File: src/rtl/mem_err_log.sv
module mem_err_log #(
  parameter int AW = 32,
  parameter int TW = 4,
  parameter int CW = 8,
  parameter int DW = 32,
  parameter logic [AW-1:0] ROM_BASE  = 32'hFF00_0000,
  parameter logic [AW-1:0] ROM_LIMIT = 32'hFFEF_FFFF
) (
  input  logic          clk,
  input  logic          rst_n,
  input  logic          ev_rd_parity,
  input  logic          ev_ecc_single,
  input  logic          ev_ecc_multi,
  input  logic          ev_refresh_ovf,
  input  logic          ev_addr_lost,
  input  logic [AW-1:0] ev_addr,
  input  logic [TW-1:0] ev_tag,
  input  logic          reg_wr,
  input  logic [2:0]    reg_addr,
  input  logic [DW-1:0] reg_wdata,
  output logic [DW-1:0] reg_rdata
);

  localparam logic [CW-1:0] CNT_MAX = {CW{1'b1}};
  localparam logic [2:0] OFS_CTRL = 3'd0, OFS_ST1 = 3'd1, OFS_ST2 = 3'd2,
                         OFS_CNT = 3'd3, OFS_TRIG = 3'd4, OFS_ADDR = 3'd5,
                         OFS_TAG = 3'd6;

  logic          par_en;
  logic          s1_flag, s2_mbe, s2_ref, addr_inv;
  logic [CW-1:0] cnt, trig;
  logic [AW-1:0] err_addr;
  logic [TW-1:0] err_tag;

  logic          in_rom, par_hit, cnt_inc, trig_hit, capture, lost;
  logic [CW-1:0] cnt_plus, cnt_nxt;
  logic          wr_ctrl, wr_st1, wr_st2, wr_cnt0, wr_trig;

  assign in_rom   = (ev_addr >= ROM_BASE) && (ev_addr <= ROM_LIMIT);
  assign par_hit  = ev_rd_parity && par_en && !in_rom;
  assign cnt_inc  = ev_ecc_single && (cnt != CNT_MAX);
  assign cnt_plus = cnt + 1'b1;
  assign cnt_nxt  = cnt_inc ? cnt_plus : cnt;
  assign trig_hit = cnt_inc && (trig != '0) && (cnt_plus == trig);
  assign capture  = par_hit || trig_hit || ev_ecc_multi;
  assign lost     = ev_refresh_ovf || (capture && ev_addr_lost);

  assign wr_ctrl = reg_wr && (reg_addr == OFS_CTRL);
  assign wr_st1  = reg_wr && (reg_addr == OFS_ST1);
  assign wr_st2  = reg_wr && (reg_addr == OFS_ST2);
  assign wr_cnt0 = reg_wr && (reg_addr == OFS_CNT) && (reg_wdata == '0);
  assign wr_trig = reg_wr && (reg_addr == OFS_TRIG);

  always_ff @(posedge clk) begin
    if (!rst_n) begin
      par_en   <= 1'b0;
      s1_flag  <= 1'b0;
      s2_mbe   <= 1'b0;
      s2_ref   <= 1'b0;
      addr_inv <= 1'b1;
      cnt      <= '0;
      trig     <= '0;
      err_addr <= '0;
      err_tag  <= '0;
    end else begin
      if (wr_ctrl) par_en <= reg_wdata[0];
      if (wr_trig) trig   <= reg_wdata[CW-1:0];

      if (par_hit || trig_hit)      s1_flag <= 1'b1;
      else if (wr_st1 && reg_wdata[2]) s1_flag <= 1'b0;

      if (ev_ecc_multi)             s2_mbe <= 1'b1;
      else if (wr_st2 && reg_wdata[3]) s2_mbe <= 1'b0;

      if (ev_refresh_ovf)           s2_ref <= 1'b1;
      else if (wr_st2 && reg_wdata[0]) s2_ref <= 1'b0;

      if (lost) begin
        addr_inv <= 1'b1;
      end else if (capture) begin
        addr_inv <= 1'b0;
        err_addr <= ev_addr;
        err_tag  <= ev_tag;
      end

      cnt <= wr_cnt0 ? '0 : cnt_nxt;
    end
  end

  always_comb begin
    reg_rdata = '0;
    case (reg_addr)
      OFS_CTRL: reg_rdata[0] = par_en;
      OFS_ST1:  reg_rdata[2] = s1_flag;
      OFS_ST2:  begin
        reg_rdata[0] = s2_ref;
        reg_rdata[3] = s2_mbe;
        reg_rdata[7] = addr_inv;
      end
      OFS_CNT:  reg_rdata[CW-1:0] = cnt;
      OFS_TRIG: reg_rdata[CW-1:0] = trig;
      OFS_ADDR: reg_rdata[AW-1:0] = err_addr;
      OFS_TAG:  reg_rdata[TW-1:0] = err_tag;
      default:  reg_rdata = '0;
    endcase
  end

endmodule

File: config.mk
export PLATFORM = sky130hd
export DESIGN_NAME = mem_err_log
export DESIGN_NICKNAME = d
export VERILOG_FILES = /design/src/rtl/mem_err_log.sv
export SDC_FILE = /design/constraint.sdc
export NUM_CORES = 1
export LEC_CHECK = 0
export BUFFER_PORTS_ARGS = -buffer_cell sky130_fd_sc_hd__buf_2
export CAP_MARGIN = 0
export CORE_ASPECT_RATIO = 0.7
export CORE_MARGIN = 2
export CORE_UTILIZATION = 45
export DETAILED_ROUTE_END_ITERATION = 12
export PLACE_DENSITY_LB_ADDON = 0.25
export SETUP_SLACK_MARGIN = 0.5
export SLEW_MARGIN = 20
export SYNTH_ARGS = -nofsm -noshare
export SYNTH_HDL_FRONTEND = slang
export SYNTH_SLANG_ARGS = --single-unit
File: constraint.sdc
create_clock -name clk -period 4.4 [get_ports clk]
set_input_delay 0.44 -clock clk [delete_from_list [all_inputs] [get_ports clk]]
set_output_delay 0.44 -clock clk [all_outputs]
set_load 0.05 [all_outputs]
# Yosys cells after proc, flatten, opt, wreduce, memory -nomap -nowiden
# Cells that the tools add are included.
dict set report word_totals {
  regBits 57
  inputBits 79
  word_cells 64
  output_inout_bits 32
}
dict set report classes {
  n_mux 13
  n_bitwise 2
  order_cmp 2
  reduce_logical 29
  n_eq_ne 8
  add_sub_neg 1
}
# cell count
set op_table {}
lappend op_table {{>= comparator 32 bit, second input constant} 1}
lappend op_table {{<= comparator 32 bit, second input constant} 1}
lappend op_table {{zero test 32 bit} 1}
lappend op_table {{2-to-1 mux 24 bit} 1}
lappend op_table {{logical AND 1 bit} 16}
lappend op_table {{case mux 1 bit (5 select lines)} 2}
lappend op_table {{equality test 3 bit, second input constant} 3}
lappend op_table {{case mux 3 bit (3 select lines)} 1}
lappend op_table {{adder 8 x 1 -> 8 bit, second input constant} 1}
lappend op_table {{equality test 8 bit} 1}
lappend op_table {{inequality test 8 bit, second input constant} 1}
lappend op_table {{case mux 1 bit (4 select lines)} 2}
lappend op_table {{nonzero test 8 bit} 1}
lappend op_table {{equality test 3 x 2 -> 1 bit, second input constant} 2}
lappend op_table {{2-to-1 mux 1 bit} 6}
lappend op_table {{case mux 1 bit (6 select lines)} 1}
lappend op_table {{nonzero test 2 bit} 3}
lappend op_table {{OR reduction 2 bit} 2}
lappend op_table {{equality test 3 x 1 -> 1 bit, second input constant} 1}
lappend op_table {{zero test 3 bit} 1}
lappend op_table {{logical OR 1 bit} 3}
lappend op_table {{inverter 1 bit} 2}
lappend op_table {{AND reduction 2 bit} 1}
lappend op_table {{zero test 1 bit} 1}

# Longest topological paths before layout
# Gate-level depths: netlist of the first run.
dict set report depth {
  word_depth 10
  depth_mapped 9
}

# Least setup slack after synthesis of the first run
# No wires, ideal clock.
dict set report synth_timing {
  path_kind {in2out}
  startpoint {in reg_addr[2]}
  endpoint {out reg_rdata[2]}
  required_time_ns 3.960
  path_stages 4
  setup_slack_ns 1.747
  path_buffers 1
  arrival_ns 2.213
  cell_sequence {clkbuf_1 -> nor2b_1 -> a221oi_1 -> o21ai_0}
}
dict set report synth_via {
  elab_chain_len 2
  elab_cells_between_ends 6
}
# element line
set synth_lines {}
lappend synth_lines {{from (decl)} 19} ;# input logic [2:0] reg_addr,
lappend synth_lines {{equality test 3 bit, or another cell as far along} 92} ;# case (reg_addr)
lappend synth_lines {{case mux 1 bit (5 select lines) *} 92}
lappend synth_lines {{to (decl)} 21} ;# output logic [DW-1:0] reg_rdata
# Every way passes the cells marked *; elsewhere a longest branch is shown, timed or not.

# Worst setup path after layout of the first run
dict set report layout_timing {
  startpoint {reg cnt[0]}
  endpoint {reg err_addr[23]}
}
dict set report layout_via {
  elab_chain_len 10
  elab_cells_between_ends 12
}
# element line
set layout_lines {}
lappend layout_lines {{from (decl)} 31} ;# logic [CW-1:0] cnt, trig;
lappend layout_lines {{from (signal assigned)} 86} ;# cnt <= wr_cnt0 ? '0 : cnt_nxt;
lappend layout_lines {{branches (longest 3 deep; another with adder 8 x 1 -> 8 bit)} --}
lappend layout_lines {{logical AND 1 bit *} 44} ;# assign trig_hit = cnt_inc && (trig != '0) && (cnt_plus == trig);
lappend layout_lines {{logical OR 1 bit * (2 in a row)} 45} ;# assign capture = par_hit || trig_hit || ev_ecc_multi;
lappend layout_lines {{logical AND 1 bit} 46} ;# assign lost = ev_refresh_ovf || (capture && ev_addr_lost);
lappend layout_lines {{logical OR 1 bit} 46}
lappend layout_lines {{inverter 1 bit (no source line)} --}
lappend layout_lines {{AND reduction 2 bit (no source line) *} --}
lappend layout_lines {{to (signal assigned)} 82} ;# err_addr <= ev_addr;
lappend layout_lines {{to (decl)} 32} ;# logic [AW-1:0] err_addr;
# Mark *: on every way between the ends.
# A chain may end at the register's enable or synchronous reset.

==> impl_metrics.csv, run 1 <==
group,metric,value,unit
status,outcome,"finished, final reports clean",
yosys,syn_inst,366,
power_and_ir_drop,internal_power,0.0008495,W
timing,finalSetupViolations,0,
clock_network,h-tree-depth,3,
clock_network,cts_hold_buf,0,
clock_network,numCtsBuffers,9,
global_route,antenna_found_initial,0,
route,drt-vias-per-instance,5.282,
power_and_ir_drop,swShare,0.2698,
place,dpl_worst_slack,1626,ps
timing,period_share,0.6347,
yosys,syn_area,0.003153,mm²
cells_and_area,final_util,0.5737,
power_and_ir_drop,ir_drop,0.1577,mV
setup_path,endpoint_kind,"register",
yosys,ys_warn_count,0,
power_and_ir_drop,power_frac_clock,0.388,
global_route,grt_use_total,0.2226,
cells_and_area,multi_input_area,0.001848,mm²
timing,skew,9.363,ps
floorplan,initial_utilization,0.4667,
timing,hold_violations,0,
cells_and_area,fill_cells,631,
floorplan,die_x,104.0,µm
yosys,synth_common_cells,"82 x nand2_1, 57 x dfxtp_1, 49 x mux2i_1",
setup_path,crit_slowest_cell,"buf_4",
setup_path,worst-path-max-fanout,37,
floorplan,fp.coreArea,0.006756,mm²
power_and_ir_drop,power.share.combinational,0.140,
yosys,yosys.cell_count.top_type,"nand2_1",
clock_network,cts_root_buf,"clkbuf_8",
route,wl_per_cell,15.00,µm
route,vias,2974,
clock_network,clock-sinks,57,
power_and_ir_drop,p_switching,0.0003138,W
cells_and_area,fin_nets,546,
clock_network,clkLatencyLatePin,340,ps
clock_network,cts_resized,0,
clock_network,cts_buffer_depth,2,
timing,drv_slew,0,
yosys,synth_cell_type_count,52,
yosys,synthesis.nets,447,
setup_path,slowest_delay,530,ps
global_route,grt_pass1_vias,2681,
clock_network,path_clk_slew,60,ps
yosys,avgSynthCellArea,8.615,µm²
min_path,hp-class,"in -> reg",
floorplan,die-area,0.007703,mm²
route,ant_nets,0,
clock_network,cts_setup_buffers,0,
cells_and_area,diodes,0,
timing,slew_headroom,0.3372,
route,drcViolationCount,0,
run,cap_violations,0,
power_and_ir_drop,powerDensity,300.1,mW/mm²
timing,fin_ws,1607,ps
setup_path,crit_type,"reg -> reg",
floorplan,die_y,74.04,µm
global_route,grt_first_pass_wirelength,13280,µm
yosys,ys_ff_latch,57,
setup_path,arrival,3050,ps
cells_and_area,seqCellArea,0.001141,mm²
place,dpl.hpwl,6265,µm
cells_and_area,layout-drive-gt1-share,0.2921,
floorplan,ios,111,
yosys,synth_ff_type,"dfxtp_1",
timing,worst_pin_slew,990.6,ps
timing,fin_tns_setup,0,ps
route,dr.pass1.iters,4,
route,drt_iter0_drc,154,
place,gp_congestion,0.9209,
setup_path,cp_cell_sequence,"ha_1, nand4_1, xnor2_1, a211oi_2, o2111ai_2, o31ai_4, buf_4, mux2i_1",
yosys,synth_top_area_frac,0.3619,
yosys,synth_area_leaders,"dfxtp_1 36%, mux2i_1 16%, nand2_1 9.8%, and3_1 5.0%, nor2b_1 3.2%",
route,routed_wl,8445,µm
place,port_buffers,110,
setup_path,start_kind,"register",
yosys,synthArstFlopShare,0,
setup_path,worstPathRequired,4660,ps
timing,fin_crit,2793,ps
cells_and_area,area_growth,22.94,%
power_and_ir_drop,p_leak,1.711,nW
floorplan,rows,25,
clock_network,cts_tree,"done",
yosys,synth_top_area_cell,"dfxtp_1",
timing,rsz0062_at_grt,"false",
yosys,synth_edf_count,0,
yosys,ys_seq_area_frac,0.3619,
timing,fmax,358.1,MHz
global_route,grt-ovfl-total,0,
global_route,grt_start_max_net_pins,50,
power_and_ir_drop,pwr-share-seq,0.472,
-- critical path, delay by kind of cell, from the launching register on --
kind	cells	cell delay, ps
AO/OA/AOI/OAI	3	680
buffers and inverters	1	530
flip-flops	1	460
adder cells (fa/ha/maj)	1	310
multiplexers	1	270
AND/OR/NAND/NOR	1	220
XOR/XNOR	1	210
-- routing by layer --
metal / part of all wire / global-route usage / vias up
met2: 0.43 / 0.3421 / 92
met1: 0.48 / 0.3017 / 1383
met5: 0 / 0 / -
met3: 0.069 / 0.06836 / 11
li1: - / - / 1488
met4: 0.015 / 0.07658 / 0
-- placed cells by master, fill, tap and decap left out, types with 2 or more instances in the layout --
master / netlist / routed
a21oi_1: 5 / 5
a221oi_1: 2 / 2
a22o_1: 6 / 6
a22oi_1: 2 / 2
and2_1: 3 / 3
and3_1: 25 / 25
buf_2: 3 / 110
buf_4: 1 / 3
clkbuf_8: 0 / 12
dfxtp_1: 57 / 57
ha_1: 2 / 2
inv_1: 3 / 3
mux2i_1: 49 / 49
nand2_1: 82 / 82
nand3_1: 4 / 4
nand4_1: 7 / 7
nor2_1: 16 / 16
nor2b_1: 16 / 16
nor3_1: 5 / 5
nor4_1: 10 / 10
o21a_1: 2 / 2
o21ai_0: 4 / 4
o22ai_1: 2 / 2
xnor2_1: 8 / 8
xor2_1: 7 / 7
-- flip-flops by register name, indices dropped and copies added, names as in the netlist --
| register | flops |
|---|---|
| s1_flag | 1 |
| err_tag | 4 |
| par_en | 1 |
| trig | 8 |
| cnt | 8 |
| s2_ref | 1 |
| err_addr | 32 |
| addr_inv | 1 |
| s2_mbe | 1 |
-- power groups by stage --
| stage | clock, W | sequential, W | combinational, W |
|---|---|---|---|
| 2_1_floorplan | 0 | 0.000555 | 0.000107 |
| 3_3_place_gp | 0 | 0.000559 | 0.000160 |
| 3_5_place_dp | 0 | 0.000560 | 0.000163 |
| 4_1_cts | 0.000461 | 0.000549 | 0.000163 |
| 5_1_grt | 0.000486 | 0.000551 | 0.000179 |
| 6_report | 0.000451 | 0.000549 | 0.000163 |
-- area by class of cell --
class                   instances  share of cell area
clock buffers                  13             0.04358
multi-input cells             280              0.4768
well taps                      94             0.03034
inverters                       4            0.003873
clock inverters                 2            0.003228
repair buffers                113              0.1478
flip-flops and latches         57              0.2944
-- per-stage QoR --
step | instances | instance area (µm²) | hold slack (ps) | total power, W
after CTS | 563 | 3876 | 331.7 | 0.001173
after floorplan | 366 | 3153 | 430.3 | 0.0006625
after global routing | 563 | 3876 | 333.4 | 0.001216
after detailed placement | 548 | 3695 | 444.9 | 0.0007228
final | 563 | 3876 | 342.3 | 0.001163
after global placement | 548 | 3695 | 436.6 | 0.0007195
-- final timing paths --
| check | startpoint | slack [ps] | endpoint | depth (start not counted) |
|---|---|---|---|---|
| worst min-delay path | ev_addr[18] | 340 | err_addr[18] | 3 |
| worst max register to register | cnt[0] | 1610 | err_addr[23] | 8 |
| worst max-delay path | cnt[0] | 1610 | err_addr[23] | 8 |
| worst min register to register | err_addr[18] | 450 | err_addr[18] | 2 |
-- cells by family (layout without fill, tap and decap cells) --
kind of cell | count (synthesis) | after routing | share of synthesized area
simple gates | 176 | 176 | 0.2730
xor+xnor | 15 | 15 | 0.04167
fa+ha+maj | 2 | 2 | 0.007935
compound gates | 36 | 36 | 0.09444
mux | 51 | 51 | 0.1663
flops | 57 | 57 | 0.3619
buf+inv | 29 | 132 | 0.05476
(Power assumes the default switching activity.)
==> inputs of run 2 (changes only) <==
- ABC_AREA: unset -> 1
- clock period: 4.4 -> 2.8 ns (I/O delays scaled with it)
==> impl_metrics.csv, run 2 <==
group,metric,value,unit
yosys,synth_top_area_frac,0.3282,
yosys,synth_top_area_cell,"dfxtp_1",
yosys,synth_common_cells,"142 x inv_1, 128 x nand2_1, 84 x nor2_1",
power_and_ir_drop,powerDensity,469.6,mW/mm²
clock_network,numCtsBuffers,9,
clock_network,cts_tree,"done",
power_and_ir_drop,pwr-share-seq,0.411,
place,placed_area,0.004053,mm²
route,drcViolationCount,0,
route,drt_iter0_drc,244,
floorplan,fp.coreArea,0.007385,mm²
timing,fmax,451.5,MHz
setup_path,arrival,2450,ps
power_and_ir_drop,swShare,0.2922,
timing,fin_crit,2215,ps
clock_network,clock-sinks,57,
cells_and_area,layout_commonest_cell,"inv_1",
cells_and_area,multi_input_area,0.001718,mm²
place,dpl.hpwl,7203,µm
run,cap_violations,0,
timing,fin_ws,585.1,ps
floorplan,initial_utilization,0.4709,
cells_and_area,largest_reg_flops,32,
global_route,grt_start_max_net_pins,39,
power_and_ir_drop,power.total,0.002117,W
setup_path,endpoint_kind,"register",
floorplan,die_y,77.55,µm
yosys,avgSynthCellArea,6.037,µm²
setup_path,start_kind,"register",
cells_and_area,diodes,0,
route,wl_per_cell,13.61,µm
yosys,synth_cell_type_count,30,
cells_and_area,seqCellArea,0.001150,mm²
cells_and_area,stdcell_area,0.004509,mm²
global_route,grt-ovfl-total,0,
power_and_ir_drop,ir_drop,0.2835,mV
yosys,syn_area,0.003477,mm²
route,dr.pass1.iters,4,
floorplan,die_x,109.1,µm
cells_and_area,top_regs,"err_addr (32), cnt (8), trig (8)",
timing,rsz0062_at_grt,"true",
setup_path,worstPathRequired,3030,ps
timing,drv_slew,0,
route,drt-vias-per-instance,5.073,
timing,skew,7.963,ps
cells_and_area,final_cell_mix,"142 x inv_1, 127 x nand2_1, 110 x buf_2",
route,ant_nets,0,
timing,hold_violations,0,
yosys,synthesis.nets,657,
timing,period_share,0.7910,
yosys,synth_area_leaders,"dfxtp_1 33%, inv_1 15%, nand2_1 14%, nor2_1 9.1%, nand4_1 7.0%",
place,dpl_worst_slack,352.7,ps
yosys,syn_inst,576,
clock_network,cts_buffer_depth,2,
setup_path,crit_type,"reg -> reg",
timing,whs,170.8,ps
timing,slew_headroom,0.5085,
power_and_ir_drop,p_leak,2.413,nW
yosys,synth_ff_type,"dfxtp_1",
timing,worst_pin_slew,736.2,ps
yosys,ys_seq_area_frac,0.3282,
power_and_ir_drop,power_frac_clock,0.402,
setup_path,worst-path-max-fanout,6,
cells_and_area,top_register,"err_addr",
cells_and_area,fin_nets,774,
cells_and_area,layout-drive-gt1-share,0.2350,
cells_and_area,fill_cells,719,
route,vias,4038,
global_route,antenna_found_initial,0,
yosys,ys_ff_latch,57,
route,routed_wl,10830,µm
place,gp_congestion,0.9456,
clock_network,path_clk_slew,70,ps
yosys,synth_edf_count,0,
timing,finalSetupViolations,0,
power_and_ir_drop,internal_power,0.001499,W
floorplan,ios,111,
min_path,hp-class,"in -> reg",
yosys,synthArstFlopShare,0,
global_route,grt_pass1_vias,3564,
power_and_ir_drop,power.share.combinational,0.187,
power_and_ir_drop,p_switching,0.0006186,W
yosys,yosys.cell_count.top_type,"inv_1",
floorplan,rows,26,
status,outcome,"finished, final reports clean",
cells_and_area,area_growth,29.69,%
yosys,ys_warn_count,0,
clock_network,h-tree-depth,3,
global_route,grt_use_total,0.2519,
place,port_buffers,110,
timing,fin_tns_setup,0,ps
clock_network,cts_root_buf,"clkbuf_8",
global_route,grt_first_pass_wirelength,16860,µm
floorplan,die-area,0.008457,mm²
clock_network,clkLatencyLatePin,340,ps
[run 2: cell types whose count changed after synthesis, moves of 19 or more]
| cell | before | now |
|---|---|---|
| nor2_1 | 16 | 84 |
| inv_1 | 3 | 142 |
| nand4_1 | 7 | 39 |
| mux2i_1 | 49 | 0 |
| and3_1 | 25 | 0 |
| nand2_1 | 82 | 128 |
| a21oi_1 | 5 | 24 |
[run 2: what timing repair did]
| action | 4_1_cts | 5_1_grt |
|---|---|---|
| hold endpoints to repair | 0 | 0 |
| setup buffers | 1 | 7 |
| resized for setup | 3 | 12 |
| pin swaps | 0 | 2 |
| setup endpoints to repair | 36 | 46 |
| cloned | 1 | 5 |
| hold buffers | 0 | 0 |
[run 2: path summary, 6_finish.rpt]
path	startpoint	endpoint	slack, ps	cells past startpoint
setup / recovery	cnt[0]	err_addr[20]	590	14
hold / removal	ev_refresh_ovf	addr_inv	170	3
setup reg to reg	cnt[0]	err_addr[20]	590	14
hold reg to reg	s2_ref	s2_ref	480	2
[run 2: cell families after synthesis]
family	synth area share
xor gates and xnor gates	0.002519
buffers and inverters	0.1965
adders and majority gates	0.007196
AOI/OAI and AO/OA	0.08997
DFF	0.3282
and+or+nand+nor	0.3757
[run 2: critical path: stages (launching register included)]
cell     delay (ps)
dfxtp_4         360
ha_2            200
or2_2           280
nand2_1          80
nand2_1          50
nand2_1          50
nand3_1          90
nor2_1          130
nand3_2         150
buf_4           170
nand3_2         120
buf_4           140
nand4_1          90
nand2_1         130
nor2_1           60
[run 2: power by group through the flow]
stage               registers [W]  clock network, W  logic (W)
detailed placement       0.000888                 0   0.000341
global placement         0.000886                 0   0.000335
floorplan                0.000882                 0   0.000236
CTS                      0.000870          0.000861   0.000353
finish                   0.000870          0.000851   0.000396
global route             0.000874          0.000900   0.000438
[run 2: final cells by class]
type | instances | share of cell area
clock buffers | 10 | 0.02830
well taps | 98 | 0.02719
flip-flops and latches | 57 | 0.2550
multi-input cells | 354 | 0.3810
inverters | 144 | 0.1199
clock inverters | 6 | 0.01831
repair buffers | 127 | 0.1704
[run 2: routing by layer]
| layer | up-vias | track usage | part of all wire |
|---|---|---|---|
| met2 | 159 | 0.3807 | 0.44 |
| met4 | 0 | 0.06026 | 0.0088 |
| met5 | - | 0 | 0 |
| met1 | 1854 | 0.3605 | 0.48 |
| li1 | 2017 | - | - |
| met3 | 8 | 0.05882 | 0.073 |
[run 2: through the flow]
stage | cells | util
after global routing | 796 | 0.6106
after floorplan | 576 | -
final | 796 | 0.6106
after CTS | 784 | 0.5839
after detailed placement | 766 | 0.5488
after global placement | 766 | 0.5488
==> inputs of run 3 (changes only) <==
- ABC_AREA: 1 -> 0
- clock period: 2.8 -> 2.2 ns (I/O delays scaled with it)
==> impl_metrics.csv, run 3 (same netlist as run 1, synthesis figures left out) <==
group,metric,value,unit
clock_network,clock-sinks,57,
run,cap_violations,0,
clock_network,cts_tree,"done",
setup_path,start_kind,"register",
clock_network,clkLatencyLatePin,360,ps
setup_path,arrival,2440,ps
clock_network,h-tree-depth,3,
floorplan,ios,111,
cells_and_area,layout_commonest_cell,"buf_2",
clock_network,cts_hold_buf,0,
cells_and_area,fin_nets,573,
setup_path,endpoint_kind,"register",
setup_path,worstPathRequired,2460,ps
setup_path,path_buf_inv,2,
cells_and_area,top_register,"err_addr",
timing,finalSetupViolations,0,
route,vias,3150,
route,dr.pass1.iters,4,
setup_path,crit_slowest_cell,"dfxtp_1",
timing,skew,13.29,ps
global_route,antenna_found_initial,0,
setup_path,cp_top_family,"compound AO/OA/AOI/OAI gates",
route,wl_per_cell,15.91,µm
place,place_inst,563,
power_and_ir_drop,power.total,0.002537,W
setup_path,slowest_delay,390,ps
cells_and_area,top_regs,"err_addr (32), cnt (8), trig (8)",
place,dpl.hpwl,6419,µm
setup_path,worst-path-max-fanout,7,
cells_and_area,stdcell_area,0.004384,mm²
global_route,top_usage_layer,"met2",
power_and_ir_drop,ir_drop,0.3640,mV
timing,worst_pin_slew,583.9,ps
place,gp_congestion,0.9876,
clock_network,numCtsBuffers,9,
route,ant_nets,0,
timing,slew_headroom,0.6071,
timing,fmax,458.9,MHz
timing,fin_crit,2179,ps
route,routed_wl,9401,µm
global_route,use_met3,0.06573,
power_and_ir_drop,p_leak,1.928,nW
cells_and_area,area_growth,39.05,%
place,port_buffers,110,
global_route,grt_pass1_vias,2909,
global_route,grt-ovfl-total,0,
route,drcViolationCount,0,
global_route,grt_use_total,0.2335,
floorplan,die_x,104.0,µm
cells_and_area,diodes,0,
timing,rsz0062_at_grt,"true",
timing,hold_violations,0,
cells_and_area,layout-drive-gt1-share,0.3984,
route,drt-vias-per-instance,5.330,
timing,drv_slew,0,
global_route,grtUsageMet2,0.3589,
clock_network,cts_root_buf,"clkbuf_8",
floorplan,rows,25,
clock_network,cts_buffer_depth,2,
min_path,hp-class,"in -> reg",
global_route,grt_first_pass_wirelength,13940,µm
cells_and_area,largest_reg_flops,32,
route,drt_iter0_drc,150,
floorplan,die_y,74.04,µm
global_route,grt_start_max_net_pins,48,
cells_and_area,fin_cells,591,
cells_and_area,final_cell_mix,"102 x buf_2, 82 x nand2_1, 50 x dfxtp_1",
global_route,gr-usage-met1,0.3126,
floorplan,fp.coreArea,0.006756,mm²
status,outcome,"finished, final reports clean",
place,placed_area,0.003890,mm²
clock_network,path_clk_slew,70,ps
power_and_ir_drop,powerDensity,578.8,mW/mm²
floorplan,die-area,0.007703,mm²
setup_path,crit_type,"reg -> reg",
floorplan,initial_utilization,0.4667,
timing,fin_tns_setup,0,ps
timing,period_share,0.9906,
setup_path,cp_cell_sequence,"nand3_2, or3_4, a211oi_2, o2111ai_2, o31ai_4, buf_6, buf_12, mux2i_1",
==> run 3: cell types whose count changed in the layout (fill, tap and decap cells not counted), moves of 22 or more <==
cell | previous run | this run
inv_1 | 142 | 3
nand2_1 | 127 | 82
and3_1 | 0 | 25
mux2i_1 | 0 | 48
a21oi_1 | 24 | 2
nor2_1 | 83 | 13
nand4_1 | 39 | 7
==> run 3: through the flow <==
stage,util,setup WS (ps),hold WS (ps)
global route,0.6489,-44.09,105.5
floorplan,-,177.1,358.5
finish,0.6489,20.76,102.0
global placement,0.5757,92.16,436.8
detailed placement,0.5757,12.59,445.1
CTS,0.6222,35.88,91.19
==> run 3: final timing paths <==
path | endpoint | depth (start not counted) | slack, ps | from
max reg2reg | err_addr[17] | 8 | 20 | cnt[4]
min reg2reg | err_addr[24] | 2 | 460 | err_addr[24]
max | err_addr[17] | 8 | 20 | cnt[4]
min | err_addr[14] | 3 | 100 | ev_addr[14]
==> run 3: worst register-to-register path, delay by kind of cell (launching register included) <==
family,cells,cell delay (ps)
AO/OA/AOI/OAI,3,730
multiplexers,1,210
AND/OR/NAND/NOR,2,460
flip-flops,1,390
buffers and inverters,2,300
==> run 3: area by class of cell <==
| type | instances | area, µm² |
|---|---|---|
| Clock inverter | 5 | 51.30 |
| Fill cell | 567 | 2372 |
| Tap cell | 94 | 117.6 |
| Sequential cell | 57 | 1162 |
| Timing Repair Buffer | 140 | 904.6 |
| Clock buffer | 11 | 152.6 |
| Multi-Input combinational cell | 280 | 1978 |
| Inverter | 4 | 17.52 |
==> run 3: layer usage <==
layer / vias to the layer above / share of wire / wire, µm
met5: - / 0 / 0
met3: 9 / 0.087 / 820
met1: 1484 / 0.46 / 4369
li1: 1530 / - / -
met2: 127 / 0.44 / 4107
met4: 0 / 0.011 / 104
==> run 3: what timing repair did <==
item	in CTS	in global routing
endpoints found under the setup margin	46	56
resized for setup	23	25
setup buffers	4	4
cloned	1	3
pin swaps	1	6
==> run 3: power by group <==
| group | switching, W | internal [W] | leakage, nW |
|---|---|---|---|
| clock network | 0.000446 | 0.000586 | 0.109 |
| logic | 0.000219 | 0.000190 | 1.35 |
| registers | 0.0000296 | 0.00107 | 0.468 |
